## src/rtl/irq_edge_pkg.sv

```systemverilog
package irq_edge_pkg;
  typedef enum logic [1:0] {
    EDGE_RISE = 2'b00,
    EDGE_FALL = 2'b01,
    EDGE_BOTH = 2'b10,
    EDGE_NONE = 2'b11
  } edge_sel_e;

  localparam int FLG_A     = 0;
  localparam int FLG_B     = 1;
  localparam int FLG_C     = 2;
  localparam int FLG_PROBE = 3;
  localparam int FLG_KEY   = 4;
  localparam int NUM_FLAGS = 5;
  localparam int NUM_VEC   = 3;
endpackage

```

## src/rtl/irq_sync.sv

```systemverilog
module irq_sync #(
  parameter int W      = 1,
  parameter int STAGES = 2
) (
  input  logic         clk,
  input  logic         rst,
  input  logic [W-1:0] d_i,
  output logic [W-1:0] q_o
);
  logic [W-1:0] stg_q [STAGES];

  always_ff @(posedge clk) begin
    if (rst) begin
      for (int i = 0; i < STAGES; i++) stg_q[i] <= '0;
    end else begin
      stg_q[0] <= d_i;
      for (int i = 1; i < STAGES; i++) stg_q[i] <= stg_q[i-1];
    end
  end

  assign q_o = stg_q[STAGES-1];
endmodule

```

## src/rtl/irq_noise_filter.sv

```systemverilog
module irq_noise_filter #(
  parameter int STABLE = 3,
  parameter int DIV    = 1
) (
  input  logic clk,
  input  logic rst,
  input  logic din,
  output logic dout
);
  localparam int CW = $clog2(STABLE + 1);
  localparam int DW = (DIV > 1) ? $clog2(DIV) : 1;

  logic          tick;
  logic          lvl_q;
  logic [CW-1:0] cnt_q;

  generate
    if (DIV > 1) begin : g_div
      logic [DW-1:0] div_q;
      always_ff @(posedge clk) begin
        if (rst)                        div_q <= '0;
        else if (div_q == DW'(DIV - 1)) div_q <= '0;
        else                            div_q <= div_q + 1'b1;
      end
      assign tick = (div_q == DW'(DIV - 1));
    end else begin : g_nodiv
      assign tick = 1'b1;
    end
  endgenerate

  always_ff @(posedge clk) begin
    if (rst) begin
      lvl_q <= 1'b0;
      cnt_q <= '0;
    end else if (tick) begin
      if (din == lvl_q) begin
        cnt_q <= '0;
      end else if (cnt_q == CW'(STABLE - 1)) begin
        lvl_q <= din;
        cnt_q <= '0;
      end else begin
        cnt_q <= cnt_q + 1'b1;
      end
    end
  end

  assign dout = lvl_q;

  generate
    if (DIV == 1 && STABLE >= 2) begin : g_chk
      // an accepted level was already present on the two previous samples
      assert_filter_stable_R3: assert property (@(posedge clk) disable iff (rst)
        (lvl_q != $past(lvl_q)) |-> ($past(din) == lvl_q && $past(din, 2) == lvl_q));
    end
  endgenerate
endmodule

```

## src/rtl/irq_edge_det.sv

```systemverilog
module irq_edge_det
  import irq_edge_pkg::*;
(
  input  logic      clk,
  input  logic      rst,
  input  logic      lvl_i,
  input  edge_sel_e sel_i,
  output logic      hit_o
);
  logic hist_q;
  logic rise, fall;

  always_ff @(posedge clk) begin
    if (rst) hist_q <= 1'b0;
    else     hist_q <= lvl_i;
  end

  assign rise = lvl_i & ~hist_q;
  assign fall = ~lvl_i & hist_q;

  always_comb begin
    case (sel_i)
      EDGE_RISE: hit_o = rise;
      EDGE_FALL: hit_o = fall;
      EDGE_BOTH: hit_o = rise | fall;
      default:   hit_o = 1'b0;
    endcase
  end
endmodule

```

## src/rtl/irq_flag_bank.sv

```systemverilog
module irq_flag_bank #(
  parameter int N = 5
) (
  input  logic         clk,
  input  logic         rst,
  input  logic [N-1:0] set_i,
  input  logic [N-1:0] clr_i,
  output logic [N-1:0] pend_o,
  output logic [N-1:0] pend_nxt_o
);
  logic [N-1:0] pend_q;

  // a new edge outranks a clear of the same bit
  assign pend_nxt_o = (pend_q & ~clr_i) | set_i;

  always_ff @(posedge clk) begin
    if (rst) pend_q <= '0;
    else     pend_q <= pend_nxt_o;
  end

  assign pend_o = pend_q;

  generate
    for (genvar gi = 0; gi < N; gi++) begin : g_chk
      assert_set_wins_R10: assert property (@(posedge clk) disable iff (rst)
        set_i[gi] |=> pend_q[gi]);
      assert_clear_R9: assert property (@(posedge clk) disable iff (rst)
        (clr_i[gi] && !set_i[gi]) |=> !pend_q[gi]);
    end
  endgenerate
endmodule

```

## src/rtl/irq_edge_unit.sv

```systemverilog
module irq_edge_unit
  import irq_edge_pkg::*;
#(
  parameter int KEY_W       = 8,
  parameter int SYNC_STAGES = 2,
  parameter int FILT_STABLE = 3,
  parameter int FILT_DIV    = 1
) (
  input  logic             clk,
  input  logic             rst,
  input  logic             line_a,
  input  logic             line_b,
  input  logic             line_c,
  input  logic             probe,
  input  logic [KEY_W-1:0] keys,
  input  logic [1:0]       sel_a,
  input  logic [1:0]       sel_b,
  input  logic             filt_en,
  input  logic [2:0]       src_en,
  input  logic             master_en,
  input  logic             clr_wr,
  input  logic [4:0]       clr_mask,
  input  logic             ack_valid,
  input  logic [1:0]       ack_id,
  output logic [4:0]       pend_o,
  output logic             vreq_o
);
  localparam int PINS = 4 + KEY_W;

  logic [PINS-1:0]      pins_s;
  logic                 a_s, b_s, c_s, probe_s;
  logic [KEY_W-1:0]     keys_s;
  logic                 a_filt, a_lvl;
  logic                 hit_a, hit_b, hit_c, hit_probe;
  logic [KEY_W-1:0]     hit_key;
  logic [NUM_FLAGS-1:0] set_v, clr_v, ack_v, pend_nxt, vec_mask;
  logic                 vreq_q;

  irq_sync #(.W(PINS), .STAGES(SYNC_STAGES)) u_sync (
    .clk (clk),
    .rst (rst),
    .d_i ({keys, probe, line_c, line_b, line_a}),
    .q_o (pins_s)
  );

  assign a_s     = pins_s[0];
  assign b_s     = pins_s[1];
  assign c_s     = pins_s[2];
  assign probe_s = pins_s[3];
  assign keys_s  = pins_s[PINS-1:4];

  irq_noise_filter #(.STABLE(FILT_STABLE), .DIV(FILT_DIV)) u_filt (
    .clk  (clk),
    .rst  (rst),
    .din  (a_s),
    .dout (a_filt)
  );

  assign a_lvl = filt_en ? a_filt : a_s;

  irq_edge_det u_det_a (.clk(clk), .rst(rst), .lvl_i(a_lvl),   .sel_i(edge_sel_e'(sel_a)), .hit_o(hit_a));
  irq_edge_det u_det_b (.clk(clk), .rst(rst), .lvl_i(b_s),     .sel_i(edge_sel_e'(sel_b)), .hit_o(hit_b));
  irq_edge_det u_det_c (.clk(clk), .rst(rst), .lvl_i(c_s),     .sel_i(EDGE_BOTH),          .hit_o(hit_c));
  irq_edge_det u_det_p (.clk(clk), .rst(rst), .lvl_i(probe_s), .sel_i(EDGE_RISE),          .hit_o(hit_probe));

  generate
    for (genvar k = 0; k < KEY_W; k++) begin : g_key
      irq_edge_det u_det_k (
        .clk   (clk),
        .rst   (rst),
        .lvl_i (keys_s[k]),
        .sel_i (EDGE_FALL),
        .hit_o (hit_key[k])
      );
    end
  endgenerate

  always_comb begin
    set_v            = '0;
    set_v[FLG_A]     = hit_a;
    set_v[FLG_B]     = hit_b;
    set_v[FLG_C]     = hit_c;
    set_v[FLG_PROBE] = hit_probe;
    set_v[FLG_KEY]   = |hit_key;
  end

  always_comb begin
    ack_v = '0;
    for (int i = 0; i < NUM_VEC; i++)
      if (ack_valid && ack_id == 2'(i)) ack_v[i] = 1'b1;
  end

  assign clr_v    = (clr_wr ? clr_mask : '0) | ack_v;
  assign vec_mask = {{(NUM_FLAGS-NUM_VEC){1'b0}}, src_en};

  irq_flag_bank #(.N(NUM_FLAGS)) u_flags (
    .clk        (clk),
    .rst        (rst),
    .set_i      (set_v),
    .clr_i      (clr_v),
    .pend_o     (pend_o),
    .pend_nxt_o (pend_nxt)
  );

  always_ff @(posedge clk) begin
    if (rst) vreq_q <= 1'b0;
    else     vreq_q <= master_en & |(pend_nxt & vec_mask);
  end

  assign vreq_o = vreq_q;

  assert_master_gate_R8: assert property (@(posedge clk) disable iff (rst)
    !master_en |=> !vreq_o);
  assert_test_no_vec_R6: assert property (@(posedge clk) disable iff (rst)
    vreq_o |-> (|pend_o[NUM_VEC-1:0]));
  assert_reset_clear_R11: assert property (@(posedge clk)
    rst |=> (pend_o == '0 && !vreq_o));
endmodule

```

## config.mk

```make
export PLATFORM = sky130hd
export DESIGN_NAME = irq_edge_unit
export DESIGN_NICKNAME = d
export VERILOG_FILES = /design/src/rtl/irq_edge_pkg.sv /design/src/rtl/irq_sync.sv /design/src/rtl/irq_noise_filter.sv /design/src/rtl/irq_edge_det.sv /design/src/rtl/irq_flag_bank.sv /design/src/rtl/irq_edge_unit.sv
export SDC_FILE = /design/constraint.sdc
export NUM_CORES = 1
export LEC_CHECK = 0
export BUFFER_PORTS_ARGS = -buffer_cell sky130_fd_sc_hd__buf_4
export CAP_MARGIN = 20
export CORE_MARGIN = 2
export CORE_UTILIZATION = 35
export CTS_CLUSTER_DIAMETER = 80
export CTS_CLUSTER_SIZE = 12
export DETAILED_ROUTE_END_ITERATION = 8
export GPL_TIMING_DRIVEN = 1
export RECOVER_POWER = 100
export SYNTH_ARGS = -nofsm -noshare
export SYNTH_HDL_FRONTEND = slang
export SYNTH_SLANG_ARGS = --single-unit
```

## constraint.sdc

```tcl
create_clock -name clk -period 1.9 [get_ports clk]
set_input_delay 0.19 -clock clk [delete_from_list [all_inputs] [get_ports clk]]
set_output_delay 0.19 -clock clk [all_outputs]
set_load 0.01 [all_outputs]
```

Yosys cells after proc, flatten, opt, wreduce, memory -nomap -nowiden
Memories as Yosys holds them, arrays and structs flattened. Index checks and enable logic that the tools add are counted.

Output and inout bits: 6. ROM bits: 0. Register bits after elaboration: 21. Bits in writable memories: 24. Latch bits: 0. Word-level logic and storage cells: 90. Memories: 1.

Equality and inequality tests: 8. Divide/modulo/power cells: 0. Multiplexer cells: 12. Bitwise logic cells: 42. Add/subtract/negate cells: 1. Reduce and logical (&&, ||, !) cells: 10. $mul: 0. Magnitude comparators: 0. Shift-type cells: 0.

Memory list: u_sync.stg_q (depth 2, width 12, rd ports 2, clocked after memory_dff 0, wr ports 2, RTL line irq_sync.sv:10) `logic [W-1:0] stg_q [STAGES];`.

Operators with widths (count): $mux W12 (2); $and A1 B1 Y1 (16); $not A1 Y1 (16); $eq A2 B2 Y1 const B (4); $reduce_or A8 Y1 (1); $mux W1 (7); $eq A2 B1 Y1 const B (3); $logic_not A2 Y1 (3); $pmux W1 S3 (2); $and A5 B3 Y5 (1); $and A5 B5 Y5 (1); $mux W5 (1); $not A5 Y5 (1); $or A1 B1 Y1 (5); $or A5 B3 Y5 (1); $or A5 B5 Y5 (1); $reduce_or A5 Y1 (1); $logic_and A1 B1 Y1 (3); $reduce_or A3 Y1 (1); $add A2 B1 Y2 const B (1); $reduce_and A2 Y1 (1); $eq A1 B1 Y1 (1).

Depth between registers and ports, before layout
Depth in word-level cells: 10. Depth in mapped cells: 7. Gate-level depth less buffers: 7.

Modules after synthesis
A second synthesis with hierarchy kept.

Cell total of the unflattened synthesis: 221. Area, all modules: 2194.6 sq um.

By module, submodules not included: irq_edge_det (sequential area each 20.0 sq um, area an instance 78.8 sq um, cells an instance 9, instances 12); irq_sync (sequential area each 480.5 sq um, area an instance 783.3 sq um, cells an instance 62, instances 1); irq_flag_bank (sequential area each 100.1 sq um, area an instance 231.5 sq um, cells an instance 25, instances 1); irq_edge_unit (sequential area each 20.0 sq um, area an instance 122.6 sq um, cells an instance 16, instances 1); irq_noise_filter (sequential area each 60.1 sq um, area an instance 111.4 sq um, cells an instance 10, instances 1).

Worst setup path before layout
OpenSTA, ideal clock, no wires.

Path kind: register -> register. Start point: register u_filt.lvl_q, in the netlist u_filt.dout. End point: register vreq_q, in the netlist vreq_o. Arrival: 1.416 ns. Data required time: 1.809 ns. Library setup time: 0.091 ns. Cell stages (with the launch flop): 7. Setup slack: 0.393 ns. Cell sequence: dfxtp_1 > mux2i_1 > ha_1 > or2b_1 > a21oi_2 > o31ai_1 > a311oi_1.

Cells in the longest elaborated chain, start to end: 9. Elaborated cells on any way between the ends: 10. Classes of those cells: mux (2); bitwise (7); reduce/logical (1).

RTL lines: from (decl) (RTL line irq_noise_filter.sv:14) `logic lvl_q;`; from (signal assigned) (RTL line irq_noise_filter.sv:39) `lvl_q <= din;`; $mux W1 (*) (RTL line irq_edge_unit.sv:59) `assign a_lvl = filt_en ? a_filt : a_s;`; $not A1 Y1 (RTL line irq_edge_det.sv:19) `assign fall = ~lvl_i & hist_q;`; $and A1 B1 Y1 (RTL line irq_edge_det.sv:19); $or A1 B1 Y1 (RTL line irq_edge_det.sv:25) `EDGE_BOTH: hit_o = rise | fall;`; $pmux W1 S3 (*) (RTL line irq_edge_det.sv:22) `case (sel_i)`; $or A5 B5 Y5 (*) (RTL line irq_flag_bank.sv:14) `assign pend_nxt_o = (pend_q & ~clr_i) | set_i;`; $and A5 B3 Y5 (*) (RTL line irq_edge_unit.sv:107) `else vreq_q <= master_en & |(pend_nxt & vec_mask);`; $reduce_or A5 Y1 (*) (RTL line irq_edge_unit.sv:107); $and A1 B1 Y1 (*) (RTL line irq_edge_unit.sv:107); to (signal assigned) (RTL line irq_edge_unit.sv:107); to (decl) (RTL line irq_edge_unit.sv:37) `logic vreq_q;`.

Every way passes the cells marked *; elsewhere a longest branch is shown, timed or not. A chain may end at the register's enable or synchronous reset.

Worst setup path in the final report
Ends and elaborated chain as after synthesis.

==> run summary <==
result of the run: finished with violations
violations in the final reports: capacitance limit, slew limit
number of CTS-inserted buffers: 5
routability-driven placement congestion ratio: 0.738
capture point of the worst reg-to-reg path: vreq_o
number of setup buffers added after CTS: 0
gate count after technology mapping: 148
Maximum Capacitance Violations: 1
vias in the first global route: 939
number of cells on the worst reg-to-reg path: 6
Synth top area share: 0.595
Max H-tree Level: 2
Yosys warning total: 0
final period utilization: 0.907
CTS root buf: sky130_fd_sc_hd__clkbuf_8
worst ir drop on vdd: 536 µV
delay of the slowest cell on the worst path: 0.34 ns
Unique masters post-synth: 26
Routed WL: 2250 µm
Hold Violations, Final: 0
worst-case headroom to the max-slew limit: -0.142
average vias per placed instance: 4.20
later-pin clock latency in the skew report: 0.29 ns
clock buffer depth: 2
type of origin of the critical path: flop
global-route wire length before repair: 3930 µm
net count of the mapped netlist: 185
Detailed Place HPWL: 1660 µm
Top Family by Delay on Critical Path: compound AO/OA/AOI/OAI gates
Detail Route Antenna Nets: 0
final worst path period need: 1.72 ns
Reg clk slew, reported paths: 0.08 ns
total buffers and inverters traversed by the critical path: 0
number of buffers inserted for hold repair after clock tree synthesis: 0
data arrival time of the critical path: 1.91 ns
cell leakage power: 0.000844 µW
maximum number of pins on one net before global-route repair: 45
Yosys reg bits: 45
Die Area: 4870 µm²
worst hold-check path type: in -> reg
Min-Delay Endpoint: u_sync.stg_q[0][5]
number of antenna violations at the first check in global routing: 0
Fin Setup TNS: 0 ns
count of antenna diodes in the layout: 0
power density over cell area: 1010 nW/µm²
type of destination of the critical path: flop
count of cell instances traversed by the critical path: 6
launch instance of the worst register-to-register path: u_filt.dout
list of cells traversed by the critical path: mux2i_1, ha_1, or2b_1, a21oi_1, o31ai_1, a311oi_1
top-level port count: 38
sequential area share after synthesis: 0.595
highest fanout seen on the critical path: 3
slowest cell on the critical path: sky130_fd_sc_hd__dfxtp_1
total grt overflow: 0
Final Net Count: 225
library cell occupying the most area in the post-synthesis netlist: sky130_fd_sc_hd__dfxtp_1
cell with the most instances after synthesis: sky130_fd_sc_hd__dfxtp_1
RSZ-0062 raised after global routing: false
Setup-failing EPs final: 0
Initial Util: 0.371
Least-Margin Pin Slew: 1.71 ns
vertical die dimension: 69.8 µm
iteration count of the initial detailed-routing pass: 2
TritonCTS clock tree: yes
clk sink count: 45
Final Total Pwr: 1970 µW
area growth from synthesis to layout: 28.6%
beginning of the worst hold path: keys[1]
reg2reg setup slack: 0.18 ns
area of the mapped netlist: 1520 µm²
top post-synthesis cells by area: sky130_fd_sc_hd__dfxtp_1, sky130_fd_sc_hd__nor2b_1, sky130_fd_sc_hd__ha_1
starting DRC count in detailed routing: 24
achievable frequency: 580 MHz
most common flop cell mapped by yosys: sky130_fd_sc_hd__dfxtp_1
Port Buffers: 37
Overall Global Routing Usage: 0.101
clock tree skew after final layout: 0.00415 ns
mean post-synth cell area: 10.2 µm²
type of the worst setup path: reg -> reg
PostCTS Resize Cnt: 0
standard-cell rows: 23
Post-synth EDFFs: 0
routed length per instance: 9.43 µm
Horiz. Die Dim: 69.8 µm
asr flop ratio synth: 0
area inside the core boundary: 4090 µm²
number of pins exceeding their max-slew limit in the final report: 45
cell types with the highest counts after synthesis: sky130_fd_sc_hd__dfxtp_1, sky130_fd_sc_hd__nor2b_1, sky130_fd_sc_hd__inv_1
ratio of cells with drive above 1 in the final layout: 0.206
WHS Path Cells: 2
data required time at the worst endpoint: 2.08 ns
total via count in the routed design: 1,004
number of remaining DRC errors: 0
-- final cells by class --
class	instances	area [µm²]
clock buffers	5	68.8
repair buffers	37	251
multi-input cells	83	536
clock inverters	3	68.8
well taps	50	62.6
flip-flops and latches	45	901
fillers	431	2140
inverters	16	60.1
-- logic make-up after synthesis --
kind of cell | Yosys count | share of synthesized area
simple gates | 60 | 0.218
buf+inv | 20 | 0.0495
mux | 2 | 0.0132
compound gates | 14 | 0.0718
xor+xnor | 2 | 0.0116
flops | 45 | 0.595
fa+ha+maj | 5 | 0.0413
-- metrics by stage --
| step | hold slack, ns | area, µm² | setup WS (ns) | std cells | util |
|---|---|---|---|---|---|
| floorplan | 0.262 | 1520 | 0.393 | 148 | - |
| global placement | 0.398 | 1840 | 0.294 | 231 | 0.450 |
| detailed placement | 0.403 | 1840 | 0.236 | 231 | 0.450 |
| CTS | 0.0941 | 1980 | 0.201 | 239 | 0.484 |
| global route | 0.0982 | 1950 | 0.0692 | 239 | 0.477 |
| finish | 0.101 | 1950 | 0.177 | 239 | 0.477 |
-- cell usage in the layout, fill, tap and decap left out --
master                      instances
sky130_fd_sc_hd__and3b_1            2
sky130_fd_sc_hd__nand2_1            6
sky130_fd_sc_hd__o311a_2            1
sky130_fd_sc_hd__inv_6              1
sky130_fd_sc_hd__nor2_1            14
sky130_fd_sc_hd__bufinv_16          2
sky130_fd_sc_hd__a311oi_1           1
sky130_fd_sc_hd__clkbuf_8           5
sky130_fd_sc_hd__a31oi_1            2
sky130_fd_sc_hd__o31ai_1            2
sky130_fd_sc_hd__nand2b_1           2
sky130_fd_sc_hd__mux2i_1            2
sky130_fd_sc_hd__clkbuf_1           7
sky130_fd_sc_hd__or2b_1             1
sky130_fd_sc_hd__o22ai_1            2
sky130_fd_sc_hd__a211oi_1           1
sky130_fd_sc_hd__ha_1               5
sky130_fd_sc_hd__inv_1             16
sky130_fd_sc_hd__xor2_1             1
sky130_fd_sc_hd__nor2b_1           31
sky130_fd_sc_hd__xnor2_1            1
sky130_fd_sc_hd__nor3_1             2
sky130_fd_sc_hd__nand3b_1           1
sky130_fd_sc_hd__dfxtp_1           45
sky130_fd_sc_hd__a221oi_1           2
sky130_fd_sc_hd__a21oi_1            2
sky130_fd_sc_hd__or3_1              1
sky130_fd_sc_hd__o311a_1            1
sky130_fd_sc_hd__buf_4             30
-- registers in the layout, summed over array words and instances (netlist names) --
register              cells
u_flags.pend_o            5
u_det_b.hist_q            1
u_det_a.hist_q            1
u_sync.stg_q             24
u_filt.dout               1
g_key.u_det_k.hist_q      8
u_det_c.hist_q            1
vreq_o                    1
u_filt.cnt_q              2
u_det_p.hist_q            1
-- worst max-delay path by stage --
stage / slack [ns] / startpoint / endpoint
3_5_place_dp: 0.24 / u_filt.dout / vreq_o
2_1_floorplan: 0.39 / u_filt.dout / vreq_o
5_1_grt: 0.07 / u_filt.dout / vreq_o
3_3_place_gp: 0.29 / filt_en / vreq_o
4_1_cts: 0.20 / u_filt.dout / vreq_o
6_report: 0.18 / u_filt.dout / vreq_o
-- where the power goes --
group	switching [µW]	leakage, µW	internal (µW)
Sequential	12.0	0.000370	981
Combinational	53.2	0.000405	76.8
Clock	315	0.0000687	529
-- layer usage --
layer	track usage	up-vias	share of wire
li1	-	548	-
met1	0.121	425	0.45
met2	0.150	25	0.46
met3	0.0451	6	0.062
met4	0.0577	0	0.022
met5	0	-	0
No activity file was read; power rests on OpenSTA's default activity.
